===== src/rtl/cwt_pkg.sv =====
// Shared constants and the first-access code mapping of the cartridge
// wait-state timer. Assumes a 16-bit control word with evenly spaced
// window fields.
package cwt_pkg;

    localparam int CFG_W        = 16;
    localparam int REGION_W     = 3;
    localparam int SRAM_LSB     = 0;
    localparam int FIELD_BASE   = 2;
    localparam int FIELD_STRIDE = 3;

    typedef enum logic [REGION_W-1:0] {
        RGN_SAVE   = 3'd0,
        RGN_W0     = 3'd1,
        RGN_W0_MIR = 3'd2,
        RGN_W1     = 3'd3,
        RGN_W1_MIR = 3'd4,
        RGN_W2     = 3'd5,
        RGN_W2_MIR = 3'd6,
        RGN_FIXED  = 3'd7
    } region_e;

    // Translate a 2-bit first-access code into wait cycles.
    function automatic int unsigned first_wait(input logic [1:0] code);
        case (code)
            2'd0:    return 4;
            2'd1:    return 3;
            2'd2:    return 2;
            default: return 8;
        endcase
    endfunction

endpackage


===== src/rtl/cwt_window.sv =====
// Wait count for one ROM window. Assumes SLOW_SEQ is the window's
// sequential wait when its fast bit is clear. Purely combinational.
module cwt_window #(
    parameter int SLOW_SEQ = 2,
    parameter int CNT_W    = 5
) (
    input  logic [1:0]       first_code,
    input  logic             seq_fast,
    input  logic             wide,
    input  logic             seq,
    output logic [CNT_W-1:0] waits
);
    import cwt_pkg::*;

    logic [CNT_W-1:0] first_w;
    logic [CNT_W-1:0] seq_w;

    // Combine the halfword costs by access width and order.
    always_comb begin
        first_w = CNT_W'(first_wait(first_code));
        seq_w   = seq_fast ? CNT_W'(1) : CNT_W'(SLOW_SEQ);
        if (!wide)
            waits = seq ? seq_w : first_w;
        else if (seq)
            waits = (seq_w << 1) + CNT_W'(1);
        else
            waits = first_w + seq_w + CNT_W'(1);
    end

endmodule


===== src/rtl/cwt_lookup.sv =====
// Picks the wait count for an access from the control word. Assumes the
// region coding of cwt_pkg: 0 save memory, pairs of codes per window,
// and any code above those has zero wait.
module cwt_lookup #(
    parameter int CFG_W   = 16,
    parameter int CNT_W   = 5,
    parameter int NUM_WIN = 3
) (
    input  logic [CFG_W-1:0]             cfg,
    input  logic [cwt_pkg::REGION_W-1:0] region,
    input  logic                         wide,
    input  logic                         seq,
    output logic [CNT_W-1:0]             waits
);
    import cwt_pkg::*;

    logic [CNT_W-1:0] win_waits [NUM_WIN];
    logic [CNT_W-1:0] save_w;

    genvar w;
    generate
        for (w = 0; w < NUM_WIN; w++) begin : g_win
            localparam int LSB = FIELD_BASE + FIELD_STRIDE * w;
            cwt_window #(
                .SLOW_SEQ (2 << w),
                .CNT_W    (CNT_W)
            ) i_win (
                .first_code (cfg[LSB +: 2]),
                .seq_fast   (cfg[LSB + 2]),
                .wide       (wide),
                .seq        (seq),
                .waits      (win_waits[w])
            );
        end
    endgenerate

    // Route the count of the addressed region to the output.
    always_comb begin
        save_w = CNT_W'(first_wait(cfg[SRAM_LSB +: 2]));
        waits  = '0;
        if (region == RGN_SAVE)
            waits = wide ? (save_w << 1) + CNT_W'(1) : save_w;
        for (int i = 0; i < NUM_WIN; i++) begin
            if (region == REGION_W'(2 * i + 1) || region == REGION_W'(2 * i + 2))
                waits = win_waits[i];
        end
    end

endmodule


===== src/rtl/cwt_counter.sv =====
// Stall counter. It loads a wait count on start and pulses ready once that
// many cycles have passed. Assumes len is valid in the cycle start is high.
// A start seen while counting is dropped.
module cwt_counter #(
    parameter int CNT_W = 5
) (
    input  logic             clk,
    input  logic             rst_n,
    input  logic             start,
    input  logic [CNT_W-1:0] len,
    output logic             ready
);

    logic             active;
    logic [CNT_W-1:0] remain;

    // Load on an idle start, count down, and flag the last step.
    always_ff @(posedge clk) begin
        if (!rst_n) begin
            active <= 1'b0;
            remain <= '0;
            ready  <= 1'b0;
        end else begin
            ready <= 1'b0;
            if (!active) begin
                if (start) begin
                    if (len == '0) begin
                        ready <= 1'b1;
                    end else begin
                        active <= 1'b1;
                        remain <= len;
                    end
                end
            end else begin
                if (remain == CNT_W'(1)) begin
                    active <= 1'b0;
                    ready  <= 1'b1;
                end
                remain <= remain - CNT_W'(1);
            end
        end
    end

    p_zero_len_r9: assert property (@(posedge clk) disable iff (!rst_n)
        (start && !active && len == '0) |=> ready);

    p_last_step_r10: assert property (@(posedge clk) disable iff (!rst_n)
        (active && remain == CNT_W'(1)) |=> (ready && !active));

    p_quiet_r10: assert property (@(posedge clk) disable iff (!rst_n)
        (active && remain > CNT_W'(1)) |=> (!ready && active));

    p_busy_ignore_r12: assert property (@(posedge clk) disable iff (!rst_n)
        (start && active) |=> (remain == $past(remain) - CNT_W'(1)));

endmodule


===== src/rtl/cart_wait_timer.sv =====
// Cartridge wait-state access timer. It holds the wait-control register and
// times each access with a stall counter. Assumes a single outstanding
// access and a synchronous active-low reset.
module cart_wait_timer #(
    parameter int CFG_W   = 16,
    parameter int CNT_W   = 5,
    parameter int NUM_WIN = 3
) (
    input  logic             clk,
    input  logic             rst_n,
    input  logic             cfg_we,
    input  logic [CFG_W-1:0] cfg_wdata,
    output logic [CFG_W-1:0] cfg_rdata,
    input  logic             acc_start,
    input  logic [2:0]       acc_region,
    input  logic             acc_wide,
    input  logic             acc_seq,
    output logic             acc_ready
);

    logic [CFG_W-1:0] cfg_q;
    logic [CNT_W-1:0] len;

    // Hold the wait-control word; writes land at the clock edge.
    always_ff @(posedge clk) begin
        if (!rst_n)
            cfg_q <= '0;
        else if (cfg_we)
            cfg_q <= cfg_wdata;
    end

    assign cfg_rdata = cfg_q;

    cwt_lookup #(
        .CFG_W   (CFG_W),
        .CNT_W   (CNT_W),
        .NUM_WIN (NUM_WIN)
    ) i_lookup (
        .cfg    (cfg_q),
        .region (acc_region),
        .wide   (acc_wide),
        .seq    (acc_seq),
        .waits  (len)
    );

    cwt_counter #(
        .CNT_W (CNT_W)
    ) i_counter (
        .clk   (clk),
        .rst_n (rst_n),
        .start (acc_start),
        .len   (len),
        .ready (acc_ready)
    );

    p_cfg_load_r2: assert property (@(posedge clk) disable iff (!rst_n)
        cfg_we |=> (cfg_rdata == $past(cfg_wdata)));

    p_cfg_hold_r2: assert property (@(posedge clk) disable iff (!rst_n)
        !cfg_we |=> $stable(cfg_rdata));

endmodule


===== config.mk =====
export PLATFORM = sky130hd
export DESIGN_NAME = cart_wait_timer
export DESIGN_NICKNAME = d
export VERILOG_FILES = /design/src/rtl/cwt_pkg.sv /design/src/rtl/cwt_window.sv /design/src/rtl/cwt_lookup.sv /design/src/rtl/cwt_counter.sv /design/src/rtl/cart_wait_timer.sv
export SDC_FILE = /design/constraint.sdc
export NUM_CORES = 1
export LEC_CHECK = 0
export BUFFER_PORTS_ARGS = -buffer_cell sky130_fd_sc_hd__buf_2
export CORE_MARGIN = 8
export CORE_UTILIZATION = 56
export DETAILED_ROUTE_END_ITERATION = 8
export PLACE_DENSITY = 0.8
export SLEW_MARGIN = 30
export SYNTH_ARGS = -nofsm -noshare
export SYNTH_HDL_FRONTEND = slang
export SYNTH_SLANG_ARGS = --single-unit

===== constraint.sdc =====
create_clock -name clk -period 3.67 [get_ports clk]
set_input_delay 0.734 -clock clk [delete_from_list [all_inputs] [get_ports clk]]
set_output_delay 0.734 -clock clk [all_outputs]
set_load 0.01 [all_outputs]

# [Word level (Yosys, flattened, before mapping)]
# Cells that the tools add are included.
[totals] ff_bits=23 inputBits=25 output_inout_bits=17 elab_cells=74
[op_classes] addsub=11 n_eq_ne=16 muxes=32 reduce_logical=11
[ops] op="2-to-1 mux 5 bit" n=17
[ops] op="one-hot mux 4 bit (3 select lines)" n=4
[ops] op="adder 5 x 1 -> 5 bit, second input constant" n=7
[ops] op="adder 5 bit" n=3
[ops] op="== test 3 bit, second input constant" n=3
[ops] op="== test 2 x 1 -> 1 bit, second input constant" n=4
[ops] op="== test 2 bit, second input constant" n=4
[ops] op="logical NOT 2 bit" n=4
[ops] op="2-to-1 mux 1 bit" n=8
[ops] op="== test 3 x 2 -> 1 bit, second input constant" n=2
[ops] op="== test 5 x 1 -> 1 bit, second input constant" n=1
[ops] op="logical NOT 5 bit" n=1
[ops] op="subtractor 5 x 1 -> 5 bit, second input constant" n=1
[ops] op="2-to-1 mux 4 bit" n=1
[ops] op="== test 3 x 1 -> 1 bit, second input constant" n=1
[ops] op="logical NOT 3 bit" n=1
[ops] op="logical OR 1 bit" n=3
[ops] op="2-to-1 mux 3 bit" n=1
[ops] op="2-to-1 mux 2 bit" n=1
[ops] op="!= test 2 x 1 -> 1 bit, second input constant" n=1
[ops] op="AND reduction 2 bit" n=1
[ops] op="nonzero test 2 bit" n=1

# [Depth between registers and ports, before layout]
[depth] word_depth=13 mapped_depth=12 mapped_depth_nobuf=12

# [Modules after synthesis]
# Synthesis repeated with hierarchy kept, for this count alone.
[unflattened] cells_unflattened=257 area_unflattened_um2=2242.2
[modules_own_cells] module="cart_wait_timer" instances=1 cells_per_inst=51 area_per_inst_um2=615.6 seq_area_each_um2=320.3
[modules_own_cells] module="cwt_lookup" instances=1 cells_per_inst=65 area_per_inst_um2=481.7 seq_area_each_um2=0.0
[modules_own_cells] module="cwt_counter" instances=1 cells_per_inst=48 area_per_inst_um2=440.4 seq_area_each_um2=140.1
[modules_own_cells] module="cwt_window (i_lookup.g_win[2].i_win)" instances=1 cells_per_inst=32 area_per_inst_um2=257.7 seq_area_each_um2=0.0
[modules_own_cells] module="cwt_window (i_lookup.g_win[1].i_win)" instances=1 cells_per_inst=33 area_per_inst_um2=254.0 seq_area_each_um2=0.0
[modules_own_cells] module="cwt_window (i_lookup.g_win[0].i_win)" instances=1 cells_per_inst=28 area_per_inst_um2=192.7 seq_area_each_um2=0.0

# [Worst setup path after synthesis]
# OpenSTA, ideal clock, no wires.
[synth_timing] kind="register -> register" start="register cfg_q[9], in the netlist cfg_rdata[9]" end="register i_counter.remain[4]" setup_ns=0.137 t_arrival_ns=2.676 setup_slack_ns=0.857 path_stages_with_launch=12 period_less_slack_ns=2.813 path_cell_list="dfxtp_1 > inv_1 > ha_1 > inv_1 > ha_1 > fa_1 > and2_2 > o31ai_4 > o21ai_1 > or4_1 > o211ai_2 > a311oi_1"
[synth_between] elab_chain_len=10 word_cells_on_any_way=16
[synth_rtl] element="from (decl)" line="cart_wait_timer.sv:21" source="logic [CFG_W-1:0] cfg_q;"
[synth_rtl] element="from (signal assigned)" line="cart_wait_timer.sv:29" source="cfg_q <= cfg_wdata;"
[synth_rtl] element="== test 2 bit (tied with other cells)" line="cwt_pkg.sv:25" source="case (code)"
[synth_rtl] element="one-hot mux 4 bit (3 select lines) *" line="cwt_pkg.sv:25"
[synth_rtl] element="adder 5 bit" line="cwt_window.sv:27" source="waits = first_w + seq_w + CNT_W'(1);"
[synth_rtl] element="adder 5 x 1 -> 5 bit" line="cwt_window.sv:27"
[synth_rtl] element="2-to-1 mux 5 bit" line="cwt_window.sv:24" source="else if (seq)"
[synth_rtl] element="2-to-1 mux 5 bit *" line="cwt_window.sv:22" source="if (!wide)"
[synth_rtl] element="2-to-1 mux 5 bit *" line="cwt_lookup.sv:44" source="if (region == REGION_W'(2 * i + 1) || region == REGION_W'(2 * i + 2))"
[synth_rtl] element="logical NOT 5 bit / 2-to-1 mux 5 bit (equally long branches)" line="cwt_counter.sv:27" source="if (len == '0) begin"
[synth_rtl] element="!= test 2 x 1 -> 1 bit (no source line) / 2-to-1 mux 5 bit (equally long branches)"
[synth_rtl] element="AND reduction 2 bit (no source line) / 2-to-1 mux 5 bit (equally long branches)"
[synth_rtl] element="to (signal assigned)" line="cwt_counter.sv:31" source="remain <= len;"
[synth_rtl] element="to (signal assigned)" line="cwt_counter.sv:39" source="remain <= remain - CNT_W'(1);"
[synth_rtl] element="to (decl)" line="cwt_counter.sv:15" source="logic [CNT_W-1:0] remain;"
# Mark *: on every way between the ends. The rest lies on a longest branch, timed or not. The select of a mux whose other input is x is not followed.
# A chain may end at the register's enable or synchronous reset.

# [Worst setup path after layout]
# Same ends and word-level chain as after synthesis.

==> qor.txt <==
number of failing hold endpoints at the final stage: 0
buffers added on ports: 41
violation count after the first detailed-route iteration: 195
area of the die: 6300 sq um
Vias per Instance: 5.85
status: finished clean
normalized max-slew margin: 56.8%
Mapped Cells: 270
Final ANT Viol Nets: 0
share of post-route cells with drive strength above 1: 20.7%
CTS clk-pin slew, worst paths: 80 ps
critical path required time: 3800 ps
pin count of the biggest net entering global routing: 37
Hold Path Origin: cfg_rdata[11]
max capacitance violation total: 0
Total Routed Length: 5.16 mm
slew at the pin closest to its max-slew limit: 647 ps
effective utilization at floorplan: 57.1%
fill cell instance count of the final layout: 329
buffer type at the clock tree root: clkbuf_8
number of placement rows: 23
kind of start point of the critical path: flip-flop
Post-CTS Hold Fix Bufs: 0
Syn-to-layout area delta: 6.11%
ant diodes: 0
overall die height: 79.4 um
final clock period utilization by the worst path: 81.0%
DR WL met2: 2.41 mm
vias in the first global route: 1887
min cycle time layout: 2970 ps
DRT Pass-1 Iters: 5
power per cell area: 302 nW/um^2
mean instance size in the synthesized netlist: 8.34 sq um
most frequently used flop master after synthesis: dfxtp_1
count of synthesis-stage warnings from yosys: 0
global-route wire length before repair: 8.52 mm
largest area contributor in the synthesized netlist: dfxtp_1
area share of the largest cell type after synthesis: 20.5%
arrival time reported for the critical path endpoint: 3100 ps
max-slew violation total from the final report: 0
clk_lat worst skew: 270 ps
area of the core region: 3940 sq um
Syn Std Cell Area: 2250 sq um
number of cells upsized or downsized after cts: 0
all-layer global routing usage: 16.3%
Final #Nets: 343
critical path launch point: cfg_rdata[9]
Die W: 79.4 um
placed cell areas: 2340 sq um
unrepaired setup endpoints after global routing: no
htree depth: 1
sinks on the clock net: 23
number of top-level pins: 42
Longest Clk Path Bufs: 2
setup TNS: 0 ps
M1 WL: 2.46 mm
cell types with the largest area share after synthesis: dfxtp_1 20%, ha_1 12%, mux2i_1 9.3%, nor2_1 4.3%, inv_1 4.0%
Remaining Overflow, GRT: 0
count of endpoints failing setup in the final report: 0
FF-to-FF Start: cfg_rdata[9]
highest metal layer with signal wires: met4
critical path fanouts, max: 7
count of unique library cells instantiated by Yosys: 61
gp weighted congestion: 0.947
sequential fraction of the synthesis area: 20.5%
number of nets in the synthesized netlist: 317
initial antenna violation count: 0
postcts setup bufs: 0
routed length on met3: 242 um
total vias in the final route: 2017
drt drc: 0
Hold Crit Class: reg2reg
per-cell routed wire length: 15.0 um
Worst Skew: 3.10 ps
post-route cell area: 2390 sq um
clock tree from TritonCTS: built
area taken by flip-flops and latches: 460 sq um
Final HPWL DP: 4.03 mm
Post-synth EDFFs: 0
endpoint class of the critical path: flip-flop
Peak VDD IR: 0.326 mV
post-synthesis sequential element count: 23
combined area of the multi-input logic cells: 1520 sq um
number of clock buffers inserted by TritonCTS: 3
Static Leakage: 1.08 nW
max frequency: 336 MHz
fraction of registers with async set/reset: 0%
startpoint-to-endpoint class of the critical path: reg2reg
## critical path, cell delays in order (launching register included)
cell	delay, ps
dfxtp_1	410
inv_1	80
ha_1	190
inv_1	60
ha_1	190
fa_1	410
and2_2	190
o31ai_4	190
o21ai_1	120
or4_1	540
o211ai_2	310
a311oi_1	150
## layer usage
layer	track usage [%]	vias up
li1	-	1013
met1	21.6	938
met2	26.0	62
met5	0	-
met4	4.81	0
met3	3.15	4
## through the flow
stage / worst slack, ps / std cells / hold WS [ps] / util (%) / total power [mW]
global route: 426 / 345 / 516 / 60.6 / 0.772
floorplan: 857 / 270 / 471 / - / 0.513
detailed placement: 673 / 341 / 482 / 59.4 / 0.567
CTS: 664 / 345 / 502 / 60.6 / 0.724
global placement: 753 / 341 / 468 / 59.4 / 0.560
finish: 695 / 345 / 503 / 60.6 / 0.722
## Yosys cell counts, types with 3 or more instances
library cell and number:
clkbuf_8 4, clkbuf_1 4, mux2i_1 21, a221oi_1 4, nand2b_1 7, dfxtp_1 23, buf_6 6, nor2b_1 8
nor3_1 9, ha_1 21, or3b_1 3, o22ai_1 4, o2111ai_1 3, inv_1 24, o21ai_0 4, buf_4 4
a21oi_1 9, xnor2_1 3, nand3_1 9, o311ai_1 3, a311oi_1 3, xor2_1 3, nand3b_1 4, nor2_1 26
nand2_1 12, o32ai_1 3, and2_2 3
## power breakdown
group / internal, mW / leakage [nW] / switching (mW) / total (mW)
clock network: 0.0759 / 0.0255 / 0.0817 / 0.158
registers: 0.273 / 0.190 / 0.0312 / 0.304
logic: 0.118 / 0.869 / 0.142 / 0.260
## sequential cells by signal (all words and copies together), names as in the netlist
name              cells
i_counter.active      1
i_counter.ready       1
i_counter.remain      5
cfg_rdata            16
## area by class of cell
type	count	area share, %
clock buffer	3	1.73
clock inverter	1	0.210
inverter	24	3.77
multi-input combinational	203	63.8
sequential	23	19.3
tap	50	2.62
timing repair buffer	41	8.59
## final timing paths
kind	cells past startpoint	to	slack [ps]
worst min-delay path	2	cfg_rdata[11]	500
worst min register to register	2	cfg_rdata[11]	500
worst max register to register	11	i_counter.remain[4]	700
worst max-delay path	11	i_counter.remain[4]	700
## cell usage in the layout, fill, tap and decap left out, drive strengths merged, types with 4 or more instances in the layout
cell type  synthesis  final
dfxtp             23     23
nand2b             7      7
nor2              26     26
o21ai              6      6
a221oi             4      4
a21oi              9      9
mux2i             21     21
nand3              9      9
nand3b             4      4
or3b               5      5
o311ai             5      5
ha                21     21
nor3               9      9
buf               11     41
nand2             12     12
o22ai              4      4
inv               24     24
nor2b             10     10
## cells by family after synthesis
logic type                 share of synthesized area (%)
and+or+nand+nor                                     23.3
AOI/OAI and AO/OA                                   19.6
buffers and inverters                               11.8
DFF                                                 20.5
muxes                                               9.84
adders and majority gates                           12.6
xor gates and xnor gates                            2.34
(Power assumes the default switching activity.)
